<file path="config.mk">
export PLATFORM = sky130hd
export DESIGN_NAME = pario_port
export DESIGN_NICKNAME = d
export VERILOG_FILES = /design/src/rtl/pario_pkg.sv /design/src/rtl/pario_sync.sv /design/src/rtl/pario_bus_fsm.sv /design/src/rtl/pario_regs.sv /design/src/rtl/pario_port.sv
export SDC_FILE = /design/constraint.sdc
export NUM_CORES = 1
export LEC_CHECK = 0
export CAP_MARGIN = 40
export CORE_UTILIZATION = 30
export DETAILED_ROUTE_END_ITERATION = 16
export DONT_BUFFER_PORTS = 1
export HOLD_SLACK_MARGIN = 0.12
export SKIP_CTS_REPAIR_TIMING = 1
export SLEW_MARGIN = 20
export SYNTH_ARGS = -nofsm -noshare
export SYNTH_HDL_FRONTEND = slang
export SYNTH_HIERARCHICAL = 1
export SYNTH_SLANG_ARGS = --single-unit
</file>
<file path="constraint.sdc">
create_clock -name clk -period 2.5 [get_ports clk]
set_clock_uncertainty 0.15 [all_clocks]
set_input_delay 0.75 -clock clk [delete_from_list [all_inputs] [get_ports clk]]
set_output_delay 0.75 -clock clk [all_outputs]
set_load 0.01 [all_outputs]
</file>
<file path="src/rtl/pario_pkg.sv">
// Package: pario_pkg
// Shared encodings for the parallel port. The register offsets are decoded
// from the two low address bits. The two status bit positions are seen by
// software and must not move.
package pario_pkg;

    typedef enum logic [1:0] {
        SEL_IN   = 2'd0,
        SEL_OUT  = 2'd1,
        SEL_STAT = 2'd2,
        SEL_NONE = 2'd3
    } reg_sel_e;

    typedef enum logic {
        HS_IDLE = 1'b0,
        HS_ACK  = 1'b1
    } hs_state_e;

    // One decoded register access, valid for a single cycle
    typedef struct packed {
        logic     en;
        logic     write;
        reg_sel_e sel;
    } acc_t;

    localparam int STAT_IN_BIT  = 0;
    localparam int STAT_OUT_BIT = 1;

endpackage

</file>
<file path="src/rtl/pario_sync.sv">
// Module: pario_sync
// Brings one asynchronous level into the clock domain through a chain of
// STAGES flops. Assumes the input is a level that is held for longer than
// STAGES clock periods. Edge detection is left to the user of the level.
module pario_sync #(
    parameter int STAGES = 2
) (
    input  logic clk,
    input  logic rst_n,
    input  logic async_in,
    output logic level
);

    logic [STAGES-1:0] chain;

    generate
        if (STAGES == 1) begin : g_single
            // Single capture flop
            always_ff @(posedge clk) begin
                if (!rst_n) chain <= '0;
                else        chain <= async_in;
            end
        end else begin : g_chain
            // Shift the sample along the synchronizer chain
            always_ff @(posedge clk) begin
                if (!rst_n) chain <= '0;
                else        chain <= {chain[STAGES-2:0], async_in};
            end
        end
    endgenerate

    assign level = chain[STAGES-1];

endmodule

</file>
<file path="src/rtl/pario_bus_fsm.sv">
// Module: pario_bus_fsm
// Decodes the bus address and runs the slave-ready handshake. It issues a
// single access pulse when synchronized master-ready is seen on a matching
// address. It then holds slave-ready until master-ready falls. Assumes the
// address and direction are stable while master-ready is high.
module pario_bus_fsm
    import pario_pkg::*;
#(
    parameter int          ADDR_W    = 32,
    parameter logic [31:0] BASE_ADDR = 32'h4000_1000
) (
    input  logic              clk,
    input  logic              rst_n,
    input  logic              mrdy_s,
    input  logic [ADDR_W-1:0] addr,
    input  logic              write,
    output logic              srdy,
    output acc_t              acc
);

    localparam int TAG_W = ADDR_W - 2;
    localparam logic [TAG_W-1:0] BASE_TAG = BASE_ADDR[ADDR_W-1:2];

    hs_state_e state;
    logic      hit;

    // Upper address bits select this port
    assign hit = (addr[ADDR_W-1:2] == BASE_TAG);

    // Access pulse: only from the idle state
    always_comb begin
        acc.en    = (state == HS_IDLE) && mrdy_s && hit;
        acc.write = write;
        acc.sel   = reg_sel_e'(addr[1:0]);
    end

    // Handshake state: acknowledge once, release when master drops
    always_ff @(posedge clk) begin
        if (!rst_n) begin
            state <= HS_IDLE;
        end else begin
            case (state)
                HS_IDLE: if (acc.en)  state <= HS_ACK;
                HS_ACK:  if (!mrdy_s) state <= HS_IDLE;
                default: state <= HS_IDLE;
            endcase
        end
    end

    assign srdy = (state == HS_ACK);

    // slave-ready only rises on a seen master-ready
    assert_srdy_rise_R2: assert property (@(posedge clk) disable iff (!rst_n)
        $rose(srdy) |-> $past(mrdy_s));

    // slave-ready only falls after master-ready was seen low
    assert_srdy_fall_R2: assert property (@(posedge clk) disable iff (!rst_n)
        $fell(srdy) |-> !$past(mrdy_s));

endmodule

</file>
<file path="src/rtl/pario_regs.sv">
// Module: pario_regs
// Holds the input code, the output character, the two readiness flags and
// the read data register. It detects edges of the synchronized device
// strobes. On a collision, a set from a device edge beats a clear from the
// processor. Assumes dev code inputs are stable while their strobe is high.
module pario_regs
    import pario_pkg::*;
#(
    parameter int DATA_W = 32,
    parameter int CODE_W = 8
) (
    input  logic              clk,
    input  logic              rst_n,
    input  acc_t              acc,
    input  logic [CODE_W-1:0] wcode,
    input  logic [CODE_W-1:0] in_code,
    input  logic              in_valid_s,
    input  logic              idle_s,
    output logic [DATA_W-1:0] rdata,
    output logic [CODE_W-1:0] out_code,
    output logic              out_valid
);

    logic [CODE_W-1:0] in_reg;
    logic              in_flag;
    logic              out_flag;
    logic              in_valid_d;
    logic              idle_d;
    logic              in_rise;
    logic              idle_rise;
    logic              idle_fall;
    logic              rd_in;
    logic              wr_out;
    logic [DATA_W-1:0] status_word;
    logic [DATA_W-1:0] read_mux;

    // Previous synchronized levels for edge detection
    always_ff @(posedge clk) begin
        if (!rst_n) begin
            in_valid_d <= 1'b0;
            idle_d     <= 1'b0;
        end else begin
            in_valid_d <= in_valid_s;
            idle_d     <= idle_s;
        end
    end

    assign in_rise   = in_valid_s & ~in_valid_d;
    assign idle_rise = idle_s & ~idle_d;
    assign idle_fall = ~idle_s & idle_d;

    assign rd_in  = acc.en & ~acc.write & (acc.sel == SEL_IN);
    assign wr_out = acc.en &  acc.write & (acc.sel == SEL_OUT);

    // Status word: two flags at fixed positions, the rest zero
    always_comb begin
        status_word               = '0;
        status_word[STAT_IN_BIT]  = in_flag;
        status_word[STAT_OUT_BIT] = out_flag;
    end

    // Read multiplexer standing in for the bus drivers
    always_comb begin
        case (acc.sel)
            SEL_IN:   read_mux = DATA_W'(in_reg);
            SEL_OUT:  read_mux = DATA_W'(out_code);
            SEL_STAT: read_mux = status_word;
            default:  read_mux = '0;
        endcase
    end

    // Input side: capture on strobe edge, flag cleared by a data read
    always_ff @(posedge clk) begin
        if (!rst_n) begin
            in_reg  <= '0;
            in_flag <= 1'b0;
        end else if (in_rise) begin
            in_reg  <= in_code;
            in_flag <= 1'b1;
        end else if (rd_in) begin
            in_flag <= 1'b0;
        end
    end

    // Output flag: set by idle edge, cleared by a character write
    always_ff @(posedge clk) begin
        if (!rst_n)      out_flag <= 1'b0;
        else if (idle_rise) out_flag <= 1'b1;
        else if (wr_out) out_flag <= 1'b0;
    end

    // Output character and strobe: raised by write, dropped when idle falls
    always_ff @(posedge clk) begin
        if (!rst_n) begin
            out_code  <= '0;
            out_valid <= 1'b0;
        end else if (wr_out) begin
            out_code  <= wcode;
            out_valid <= 1'b1;
        end else if (idle_fall) begin
            out_valid <= 1'b0;
        end
    end

    // Read data register: loaded on each access, zero for writes
    always_ff @(posedge clk) begin
        if (!rst_n)                 rdata <= '0;
        else if (acc.en && acc.write) rdata <= '0;
        else if (acc.en)            rdata <= read_mux;
    end

    // input flag rises only from a strobe edge
    assert_in_flag_set_R5: assert property (@(posedge clk) disable iff (!rst_n)
        $rose(in_flag) |-> $past(in_valid_s) && !$past(in_valid_d));

    // input flag falls only on a processor read of the input register
    assert_in_flag_clr_R6: assert property (@(posedge clk) disable iff (!rst_n)
        $fell(in_flag) |-> $past(acc.en) && !$past(acc.write) && ($past(acc.sel) == SEL_IN));

    // output flag rises only from an idle edge
    assert_out_flag_set_R7: assert property (@(posedge clk) disable iff (!rst_n)
        $rose(out_flag) |-> $past(idle_s) && !$past(idle_d));

    // output strobe rises only on a character write
    assert_out_valid_set_R8: assert property (@(posedge clk) disable iff (!rst_n)
        $rose(out_valid) |-> $past(acc.en) && $past(acc.write) && ($past(acc.sel) == SEL_OUT));

    // output strobe falls only when idle was seen falling
    assert_out_valid_clr_R9: assert property (@(posedge clk) disable iff (!rst_n)
        $fell(out_valid) |-> !$past(idle_s) && $past(idle_d));

    // output character changes only through a character write
    assert_out_code_hold_R10: assert property (@(posedge clk) disable iff (!rst_n)
        !$stable(out_code) |-> $past(acc.en) && $past(acc.write) && ($past(acc.sel) == SEL_OUT));

endmodule

</file>
<file path="src/rtl/pario_port.sv">
// Module: pario_port
// Top of the memory-mapped parallel port. It synchronizes the three
// asynchronous inputs, decodes and acknowledges bus accesses, and holds the
// port registers. Assumes address, direction and write data are held
// stable while master-ready is high.
module pario_port
    import pario_pkg::*;
#(
    parameter int          ADDR_W      = 32,
    parameter int          DATA_W      = 32,
    parameter int          CODE_W      = 8,
    parameter int          SYNC_STAGES = 2,
    parameter logic [31:0] BASE_ADDR   = 32'h4000_1000
) (
    input  logic              clk,
    input  logic              rst_n,
    input  logic [ADDR_W-1:0] bus_addr,
    input  logic [DATA_W-1:0] bus_wdata,
    input  logic              bus_write,
    input  logic              bus_mrdy,
    output logic              bus_srdy,
    output logic [DATA_W-1:0] bus_rdata,
    input  logic [CODE_W-1:0] dev_in_code,
    input  logic              dev_in_valid,
    output logic [CODE_W-1:0] dev_out_code,
    output logic              dev_out_valid,
    input  logic              dev_out_idle
);

    localparam int N_ASYNC = 3;
    localparam int IDX_MRDY  = 0;
    localparam int IDX_VALID = 1;
    localparam int IDX_IDLE  = 2;

    logic [N_ASYNC-1:0] async_vec;
    logic [N_ASYNC-1:0] sync_vec;
    acc_t               acc;
    logic               unused_wdata_hi;

    assign async_vec[IDX_MRDY]  = bus_mrdy;
    assign async_vec[IDX_VALID] = dev_in_valid;
    assign async_vec[IDX_IDLE]  = dev_out_idle;

    // Only the character byte of the write data is stored
    assign unused_wdata_hi = ^bus_wdata[DATA_W-1:CODE_W];

    generate
        for (genvar g = 0; g < N_ASYNC; g++) begin : g_sync
            pario_sync #(
                .STAGES (SYNC_STAGES)
            ) u_sync (
                .clk      (clk),
                .rst_n    (rst_n),
                .async_in (async_vec[g]),
                .level    (sync_vec[g])
            );
        end
    endgenerate

    pario_bus_fsm #(
        .ADDR_W    (ADDR_W),
        .BASE_ADDR (BASE_ADDR)
    ) u_bus_fsm (
        .clk    (clk),
        .rst_n  (rst_n),
        .mrdy_s (sync_vec[IDX_MRDY]),
        .addr   (bus_addr),
        .write  (bus_write),
        .srdy   (bus_srdy),
        .acc    (acc)
    );

    pario_regs #(
        .DATA_W (DATA_W),
        .CODE_W (CODE_W)
    ) u_regs (
        .clk        (clk),
        .rst_n      (rst_n),
        .acc        (acc),
        .wcode      (bus_wdata[CODE_W-1:0]),
        .in_code    (dev_in_code),
        .in_valid_s (sync_vec[IDX_VALID]),
        .idle_s     (sync_vec[IDX_IDLE]),
        .rdata      (bus_rdata),
        .out_code   (dev_out_code),
        .out_valid  (dev_out_valid)
    );

    // no acknowledge without a matching address
    assert_srdy_needs_hit_R1: assert property (@(posedge clk) disable iff (!rst_n)
        $rose(bus_srdy) |-> ($past(bus_addr[ADDR_W-1:2]) == BASE_ADDR[ADDR_W-1:2]));

endmodule

</file>
==> metrics.md, run 1 <==
| Metric | Value |
|---|---|
| Core area | `around 5600 um2` |
| Main combinational cell family by area after synthesis | `simple AND/OR/NAND/NOR gates` |
| Most common cell in the netlist | `dfxtp_1` |
| Starting DRT DRC Count | `47` |
| Crit path DAT | `2.16 ns` |
| Vias per std cell | `4.55` |
| Number of global-route vias before repair | `1,128` |
| Critical Path Source Type | `input port` |
| Rows | `27` |
| Synth Area per Inst | `9.53 um2` |
| Total track usage | `11.8%` |
| Nets | `265` |
| Worst setup EP type | `flop` |
| Count of final setup violators | `0` |
| # diodes | `0` |
| Max Buffers Root-to-Sink | `2` |
| Chip width | `around 79 um` |
| Area leader, netlist | `dfxtp_1` |
| WS Path Type | `in -> reg` |
| Area share of fa/ha/maj cells after synthesis | `0%` |
| Largest net degree at the start of global routing | `30` |
| Post-Syn Instances | `189` |
| Leakage dissipation | `between 0.7 and 0.8 nW` |
| FMAX | `between 400 and 500 MHz` |
| Global-route wire length before repair | `5.55 mm` |
| # DRC | `0` |
| Pre-antenna DRT Iters | `4` |
| Fraction of registers with async set/reset | `0%` |
| Final hold violations | `0` |
| # IOs | `120` |
| Total grt overflow | `0` |
| Yosys cell types | `34` |
| Synthesized area | `1800 um2` |
| Sequential share of the synthesized area | `~40%` |
| R2r setup slk | `0.48 ns` |
| P&R area growth vs syn | `1.95%` |
| Die Area | `roughly 6300 um2` |
| WL per Instance | `around 14 um` |
| Flops & latches, synth | `36` |
| CTS Root Buffer Type | `clkbuf_8` |
| TritonCTS clock tree | `built` |
| Critical Path Source | `bus_addr[5]` |
| Max-Slew Margin vs Limit | `between 50% and 60%` |
| EDFF count, synth | `0` |
| Synth top cells by count | `dfxtp_1, buf_4, nand2_1, a21boi_1` |
| Die Y-Extent | `79.5 um` |
| Clock transition at path regs | `0.06 ns` |
| Slew Viols, Final | `0` |
| Setup tns final | `0 ns` |
| Min Hold Slack | `0.282 ns` |
| Cts bufs inserted | `5` |
| Post-layout min period | `2.10 ns` |
| Hold Crit Start | `g_sync[1].u_sync/chain[0]` |
| Worst Max-Slew Pin Slew | `0.620 ns` |
| HP Class | `reg -> reg` |
| Synth Warn # | `6` |
| CP max FO | `8` |
| Number of port buffers | `0` |
| XOR/XNOR share of the synthesized area | `0%` |
| Dominant synthesized flop cell | `dfxtp_1` |
| Post-DRT Antenna Nets | `0` |
| RSZ-0062 raised after global routing | `no` |
| Starting density of the core | `approximately a third` |
| VDD IR-drop max | `382 uV` |
| Number of max-cap violations | `0` |
| CTS HTree Levels | `2` |
| RR Startpoint | `u_bus_fsm/srdy` |
| Fin crit share | `83.9%` |
| Worst-Skew Late Latency | `0.28 ns` |
| Layout cells sized above 1 | `21.9%` |
| Clock sinks | `36` |
| Top cell type's share of synthesized area | `40.0%` |
| Vias | `1,179` |
| Compound-cell area share of the yosys netlist | `between 10 and 15%` |
| Gpl congestion | `approximately 0.7` |
| Main area contributors after synthesis | `dfxtp_1, buf_4, nand2_1` |
| Detailed placement HPWL | `2.77 mm` |
| Post-synthesis mux area share | `5.91%` |
| WL final | `3.54 mm` |
| Initial antenna violation count | `0` |
| Critical Path RT | `2.57 ns` |
| Worst slack, placed | `0.110 ns` |
| Setup slack after layout | `0.402 ns` |
| Post-Synth Simple-Gate Area | `between 20% and 30%` |
| Status | `finished clean` |
| Power Density | `~560 nW/um2` |
| Final Util | `32.5%` |
-- cell type report --
cell class                      instances  area (um2)
Multi-Input combinational cell        141         916
Tap cell                               72        90.1
Fill cell                             598        3810
Clock buffer                            6        72.6
Sequential cell                        36         721
Clock inverter                          1        5.00
Timing Repair Buffer                    2        27.5
Inverter                                1        3.75
-- path summary, 6_finish.rpt --
path / to / cells past startpoint
max: u_regs/out_code[3] / 7
min: g_sync[1].u_sync/chain[1] / 1
max reg2reg: u_regs/out_code[3] / 7
min reg2reg: g_sync[1].u_sync/chain[1] / 1
-- cells in the final DEF (no fill, tap or decap), drive strengths merged --
cell    Yosys  routed
a22oi       1       1
nand4       2       2
nor4b       3       3
nor3        2       2
o21ai       1       1
and2b       1       1
nand2b      1       1
nor2       10      10
nand3b      2       2
mux2        6       6
mux2i       2       2
nor2b       8       8
o21a        2       2
dfxtp      36      36
nand2      34      34
a21boi     18      18
clkbuf      3       6
o211a       2       2
nor4        5       5
buf        31       2
and4b       1       1
inv         1       1
a21oi       6       6
nand4b      1       1
conb        1      24
and2        9       9
clkinv      0       1
-- per-stage QoR --
stage / cells / power, mW / instance area (um2)
6_report: 259 / 1.02 / 1840
3_3_place_gp: 252 / 0.652 / 1760
2_1_floorplan: 212 / 0.690 / 1890
3_5_place_dp: 252 / 0.653 / 1760
5_1_grt: 259 / 1.07 / 1840
4_1_cts: 259 / 1.04 / 1840
-- logic make-up (layout without fill, tap and decap cells) --
family,after synthesis,count (layout)
and+or+nand+nor,79,79
AOI/OAI and AO/OA,30,30
buffers and inverters,35,10
muxes,8,8
other,1,24
DFF,36,36
-- power breakdown --
part / internal, mW / leakage, nW / switching [mW]
Sequential: 0.585 / 0.292 / 0.00454
Combinational: 0.0225 / 0.380 / 0.0282
Clock: 0.189 / 0.0410 / 0.190
Total: 0.796 / 0.713 / 0.222
-- layer usage --
| metal | global-route usage, % | up-vias | wire, um |
|---|---|---|---|
| met5 | 0 | - | 0 |
| met4 | 4.91 | 0 | 57 |
| met3 | 6.06 | 5 | 403 |
| met2 | 19.9 | 74 | 1660 |
| met1 | 12.2 | 518 | 1420 |
| li1 | - | 582 | - |
-- worst max-delay path, stage by stage --
cell      delay, ns
nor4b_1        0.32
nand4_1        0.16
nor2_2         0.32
and4b_1        0.30
buf_12         0.15
nand2_2        0.06
a21boi_2       0.10
Note: power is estimated with default switching activity, not from simulation.
==> run 2, diff against run 1 <==
--- a/config.mk
+++ b/config.mk
@@ -5,6 +5,7 @@
 export SDC_FILE = /design/constraint.sdc
 export NUM_CORES = 1
 export LEC_CHECK = 0
+export ABC_AREA = 1
 export CAP_MARGIN = 40
 export CORE_UTILIZATION = 30
 export DETAILED_ROUTE_END_ITERATION = 16
==> constraint.sdc (replaced) <==
create_clock -name clk -period 2.1 [get_ports clk]
set_clock_uncertainty 0.15 [all_clocks]
set_input_delay 0.63 -clock clk [delete_from_list [all_inputs] [get_ports clk]]
set_output_delay 0.63 -clock clk [all_outputs]
set_load 0.01 [all_outputs]
==> run 2 against run 1 <==
Critical path depth increased by 3; count of clock-buffer cells in the layout is 2 higher; highest routed layer unchanged; flip-flop and latch count is the same; core utilization down 0.34 points; largest cell class unchanged; critical path type unchanged; via count rose by 16%.
==> metrics.md, run 2 <==
| Metric | Value |
|---|---|
| Final hold violations | `0 (unchanged)` |
| Die Area | `5990 um2 (-5.2%)` |
| Rows | `27 (unchanged)` |
| Vias | `1,370 (+16%)` |
| Hold path endpoint | `g_sync[0].u_sync/chain[1]` |
| Number of max-cap violations | `0 (unchanged)` |
| Max Buffers Root-to-Sink | `2 (unchanged)` |
| WS Path Type | `in -> reg` |
| P&R area growth vs syn | `4.04%` |
| Dominant synthesized flop cell | `dfxtp_1` |
| RR Startpoint | `u_bus_fsm/srdy` |
| Starting density of the core | `30.9% (-0.97 points)` |
| TritonCTS clock tree | `built` |
| Critical Path Source Type | `input port` |
| Main area contributors after synthesis | `dfxtp_1, nor2_1, buf_4` |
| Worst Reg2Reg Path Length in Cells | `10 (+3)` |
| Starting DRT DRC Count | `42 (-11%)` |
| Post-DRT Antenna Nets | `0 (unchanged)` |
| RSZ-0062 raised after global routing | `no` |
| Die Y-Extent | `77.4 um (-2.6%)` |
| Synth top cells by count | `nor2_1, nand2_1, dfxtp_1, buf_4, inv_1` |
| Post-Syn Instances | `249 (+32%)` |
| R2r setup slk | `0.42 ns (-0.06 ns)` |
| EDFF count, synth | `0 (unchanged)` |
| Clock transition at path regs | `0.06 ns (about the same)` |
| Synth Area per Inst | `6.84 um2 (-28%)` |
| Most common cell after layout, fill and taps aside | `nor2_1` |
| CP max FO | `4 (-4)` |
| Critical Path Source | `bus_addr[23]` |
| HP Class | `reg -> reg` |
| FMAX | `586 MHz` |
| Cell count of the worst hold path | `2 (+1)` |
| Slew Viols, Final | `0 (unchanged)` |
| Number of port buffers | `0 (unchanged)` |
| Initial antenna violation count | `0 (unchanged)` |
| Leakage dissipation | `0.838 nW (+18%)` |
| Power Density | `711 nW/um2 (+28%)` |
| VDD IR-drop max | `402 uV (+5.3%)` |
| Layout cells sized above 1 | `7.14% (-15 points)` |
| Cts bufs inserted | `5 (unchanged)` |
| Worst setup EP type | `flop` |
| Top cell type's share of synthesized area | `42.3% (+2.3 points)` |
| Total Power | `1.26 mW (+24%)` |
| Vias per std cell | `4.23 (-7.1%)` |
| Count of final setup violators | `0 (unchanged)` |
| CTS Root Buffer Type | `clkbuf_8` |
| Total grt overflow | `0 (unchanged)` |
| Worst-Skew Late Latency | `0.28 ns (about the same)` |
| # diodes | `0 (unchanged)` |
| Detailed placement HPWL | `2.84 mm (+2.6%)` |
| Area leader, netlist | `dfxtp_1` |
| Pre-antenna DRT Iters | `4 (unchanged)` |
| # IOs | `120 (unchanged)` |
| Synthesized area | `1700 um2 (-5.4%)` |
| Yosys cell types | `22 (-35%)` |
| Most frequent cells in the layout | `nor2_1, nand2_1, dfxtp_1` |
| CTS HTree Levels | `2 (unchanged)` |
| Post-layout min period | `1.71 ns` |
| Crit path DAT | `1.77 ns (-0.39 ns)` |
| Fin crit share | `81.2%` |
| Number of global-route vias before repair | `1,266 (+12%)` |
| Chip width | `77.4 um (-2.6%)` |
| Hold Crit Start | `g_sync[0].u_sync/chain[0]` |
| Core area | `5510 um2 (-2.4%)` |
| Flops & latches, synth | `36 (unchanged)` |
| WL final | `3.68 mm (+3.8%)` |
| Fraction of registers with async set/reset | `0% (unchanged)` |
| Sequential share of the synthesized area | `42.3% (+2.3 points)` |
| Largest net degree at the start of global routing | `29 (-3.3%)` |
| WL per Instance | `11.4 um (-17%)` |
| Nets | `329 (+24%)` |
| # DRC | `0 (unchanged)` |
| Synth Warn # | `6 (unchanged)` |
| Clock sinks | `36 (unchanged)` |
| Total track usage | `13.0% (+1.2 points)` |
| Critical Path RT | `2.16 ns (-0.41 ns)` |
| Gpl congestion | `0.756 (+9.6%)` |
| RR Endpoint | `u_regs/out_code[0]` |
| Global-route wire length before repair | `5.89 mm (+6.2%)` |
| Min Hold Slack | `0.262 ns (-0.0191 ns)` |
| Setup tns final | `0 ns (unchanged)` |
| Most common cell in the netlist | `nor2_1` |
| Status | `finished clean` |
[run 2: layout make-up]
type,count,area (um2)
clock buffers,8,90.1
flip-flops and latches,36,721
well taps,72,90.1
inverters,27,104
multi-input cells,178,746
fillers,611,3730
repair buffers,3,22.5
[run 2: routing by layer]
metal  wire (um)  vias to the layer above  global-route usage (%)
li1            -                      712                       -
met1        1540                      578                    14.1
met2        1830                       78                    22.7
met3         273                        2                    4.47
met4          29                        0                    6.23
met5           0                        -                       0
[run 2: how the worst max path moves through the flow]
stage | end | slack (ns) | cells past startpoint
floorplan | u_regs/out_code[0] | 0.11 | 11
global placement | u_regs/in_flag | 0.08 | 11
detailed placement | u_regs/in_flag | 0.06 | 11
CTS | u_regs/in_flag | 0.37 | 11
global route | u_regs/in_flag | 0.18 | 11
finish | u_regs/out_code[0] | 0.39 | 10
[run 2: cell families after synthesis]
family	synth area share, %
buffers and inverters	19.0
and+or+nand+nor	31.8
DFF	42.3
other	0.220
AOI/OAI and AO/OA	6.68
[run 2: critical path, stage by stage]
cell     delay, ns
nor2_1        0.11
nand2_1       0.06
nor2_1        0.09
nand2_1       0.07
nor2_2        0.15
nand2_2       0.09
nor3_4        0.21
buf_4         0.17
o21ai_0       0.07
nor2_1        0.11
[run 2: power breakdown]
| part | leakage (nW) | switching (mW) | total [mW] | internal, mW |
|---|---|---|---|---|
| registers | 0.293 | 0.00698 | 0.706 | 0.699 |
| clock network | 0.0455 | 0.223 | 0.490 | 0.267 |
| logic | 0.500 | 0.0478 | 0.0646 | 0.0168 |
[run 2: per-stage QoR]
stage	area, um2	instances	utilization [%]	setup WS (ns)
3_5_place_dp	1680	316	30.6	0.0640
3_3_place_gp	1680	316	30.6	0.0795
6_report	1770	324	32.2	0.394
4_1_cts	1770	324	32.2	0.373
2_1_floorplan	1790	272	-	0.110
5_1_grt	1770	324	32.2	0.175
==> run 3, diff against run 2 <==
--- a/config.mk
+++ b/config.mk
@@ -5,7 +5,7 @@
 export SDC_FILE = /design/constraint.sdc
 export NUM_CORES = 1
 export LEC_CHECK = 0
-export ABC_AREA = 1
+export ABC_AREA = 0
 export CAP_MARGIN = 40
 export CORE_UTILIZATION = 30
 export DETAILED_ROUTE_END_ITERATION = 16
==> constraint.sdc (replaced) <==
create_clock -name clk -period 1.7 [get_ports clk]
set_clock_uncertainty 0.15 [all_clocks]
set_input_delay 0.51 -clock clk [delete_from_list [all_inputs] [get_ports clk]]
set_output_delay 0.51 -clock clk [all_outputs]
set_load 0.01 [all_outputs]
==> run 3 against run 2 <==
Core utilization up 2.9 points; first-iteration DRC count is 36% lower; largest power group unchanged; non-clock buffer count increased by 5; the flow now finishes with violations (negative setup slack); global-route usage shrank 1.2 points; combinational power grew 24%; sequential power grew 23%; via count fell by 14%; register-to-register slack worse by 0.46 ns; critical endpoint is now u_regs/out_code[6]; cell area up 12%; total power up 24%; flip-flop and latch count did not move; cell count down 18%.
==> metrics.md, run 3 (synthesis results as in run 1) <==
| Metric | Value |
|---|---|
| Status | `finished with violations` |
| Failing checks | `negative setup slack` |
| FMAX | `574 MHz` |
| Post-route cell area | `1980 um2 (+12%)` |
| Pre-antenna DRT Iters | `3 (-1)` |
| HP Class | `in -> reg` |
| Die Y-Extent | `79.5 um (+2.7%)` |
| Layout Cells excl Fill | `266 (-18%)` |
| Initial antenna violation count | `0 (unchanged)` |
| Fin crit share | `102%` |
| Detailed placement HPWL | `2.84 mm (about the same)` |
| Worst-Skew Late Latency | `0.28 ns (about the same)` |
| Die Area | `6320 um2 (+5.5%)` |
| Seq pwr share | `55.5% (-0.5 points)` |
| Critical Path RT | `1.77 ns (-0.39 ns)` |
| WS Path Type | `reg -> reg` |
| Worst Reg2Reg Path Length in Cells | `7 (-3)` |
| Critical Path Source Type | `flop` |
| Most common cell after layout, fill and taps aside | `dfxtp_1` |
| Power Density | `789 nW/um2 (+11%)` |
| Number of global-route vias before repair | `1,166 (-7.9%)` |
| Starting DRT DRC Count | `27 (-36%)` |
| Post-layout min period | `1.74 ns` |
| Comb power frac | `5.1% (about the same)` |
| # DRC | `0 (unchanged)` |
| Leakage dissipation | `0.770 nW (-8.1%)` |
| RR Startpoint | `u_bus_fsm/srdy` |
| Total track usage | `11.8% (-1.2 points)` |
| Global-route wire length before repair | `5.58 mm (-5.4%)` |
| Vias | `1,184 (-14%)` |
| Register area | `722 um2 (+0.17%)` |
| Worst slack, placed | `-0.348 ns (-0.412 ns)` |
| TritonCTS clock tree | `built` |
| WL final | `3.62 mm (-1.7%)` |
| Critical Path End | `u_regs/out_code[6]` |
| Count of final setup violators | `16 (+16)` |
| Net Sw Frac | `21.9% (-0.11 points)` |
| Post-placement cell area | `1850 um2 (+9.8%)` |
| Slew Viols, Final | `0 (unchanged)` |
| Gpl congestion | `0.666 (-12%)` |
| Clock sinks | `36 (unchanged)` |
| Cell count of the worst hold path | `1 (-1)` |
| Most frequent cells in the layout | `dfxtp_1, nand2_1, conb_1` |
| Min Hold Slack | `0.186 ns (-0.0764 ns)` |
| Design internal power | `1.22 mW (+24%)` |
| Area of the multi-input gates | `986 um2 (+32%)` |
| R2r setup slk | `-0.04 ns (-0.46 ns)` |
| Chip width | `79.5 um (+2.7%)` |
| Largest net degree at the start of global routing | `30 (+3.4%)` |
| Total grt overflow | `0 (unchanged)` |
| CP max FO | `8 (+4)` |
| Critical Path Source | `u_bus_fsm/srdy` |
| # IOs | `120 (unchanged)` |
| Fillers | `604 (-1.1%)` |
| Post-DRT Antenna Nets | `0 (unchanged)` |
| NetSw | `0.342 mW (+23%)` |
| RR Endpoint | `u_regs/out_code[6]` |
| Number of port buffers | `0 (unchanged)` |
| Setup tns final | `-0.386 ns (-0.386 ns)` |
| Starting density of the core | `31.9% (+0.97 points)` |
| # diodes | `0 (unchanged)` |
| Nets | `271 (-18%)` |
| CTS Root Buffer Type | `clkbuf_8` |
| VDD IR-drop max | `597 uV (+49%)` |
| WL per Instance | `13.6 um (+20%)` |
| Placed Instances | `256 (-19%)` |
| Max Buffers Root-to-Sink | `2 (unchanged)` |
| Core area | `5640 um2 (+2.5%)` |
| Final Util | `35.1% (+2.9 points)` |
| Final hold violations | `0 (unchanged)` |
| RSZ-0062 raised after global routing | `yes` |
| Worst setup EP type | `flop` |
| Layout cells sized above 1 | `28.9% (+22 points)` |
| Vias per std cell | `4.45 (+5.3%)` |
| Clock power share | `39.4% (+0.5 points)` |
| Setup slack after layout | `-0.0407 ns (-0.435 ns)` |
| Crit path DAT | `1.81 ns (+0.04 ns)` |
| P&R area growth vs syn | `10.0%` |
| CTS HTree Levels | `2 (unchanged)` |
| Number of max-cap violations | `0 (unchanged)` |
| Total Power | `1.56 mW (+24%)` |
| Rows | `27 (unchanged)` |
| Cts bufs inserted | `5 (unchanged)` |
| Clock transition at path regs | `0.07 ns (about the same)` |
[run 3: cell types whose count changed in the layout (fill, tap and decap cells not counted), sizes merged, moves of 13 or more]
cell	before	now
a21boi	0	18
inv	26	1
nand2	47	34
nand3	13	0
nor2	71	10
o21ai	18	1
[run 3: layout make-up]
class | count | share of cell area (%)
Clock inverter | 2 | 0.505
Multi-Input combinational cell | 141 | 49.8
Inverter | 1 | 0.190
Sequential cell | 36 | 36.4
Tap cell | 72 | 4.55
Clock buffer | 6 | 4.17
Timing Repair Buffer | 8 | 4.36
[run 3: layer usage]
layer	wire (um)	GRT usage [%]	part of all wire, %	vias to the layer above
met3	481	6.86	13	6
met1	1340	12.0	37	522
met4	48	4.36	1.3	0
met5	0	0	0	-
li1	-	-	-	587
met2	1740	19.9	48	69
[run 3: worst min path at each step]
stage,end,slack (ns),from
detailed placement,g_sync[0].u_sync/chain[1],0.27,g_sync[0].u_sync/chain[0]
CTS,u_bus_fsm/srdy,0.18,rst_n
global route,u_bus_fsm/srdy,0.18,rst_n
floorplan,g_sync[0].u_sync/chain[1],0.26,g_sync[0].u_sync/chain[0]
global placement,g_sync[2].u_sync/chain[1],0.26,g_sync[2].u_sync/chain[0]
finish,u_bus_fsm/srdy,0.19,rst_n
[run 3: power groups by stage]
stage	Clock, mW	Sequential [mW]	Combinational [mW]
detailed placement	0	0.886	0.0773
floorplan	0	0.884	0.132
global placement	0	0.886	0.0762
global route	0.681	0.868	0.0893
CTS	0.644	0.867	0.0776
finish	0.616	0.867	0.0804
[run 3: worst max-delay path, stage by stage (launching register included)]
cell	delay, ns
dfxtp_2	0.34
nor4b_4	0.21
nand4_1	0.19
nor2_4	0.22
and4b_1	0.27
buf_12	0.14
nand2_2	0.05
a21boi_2	0.10
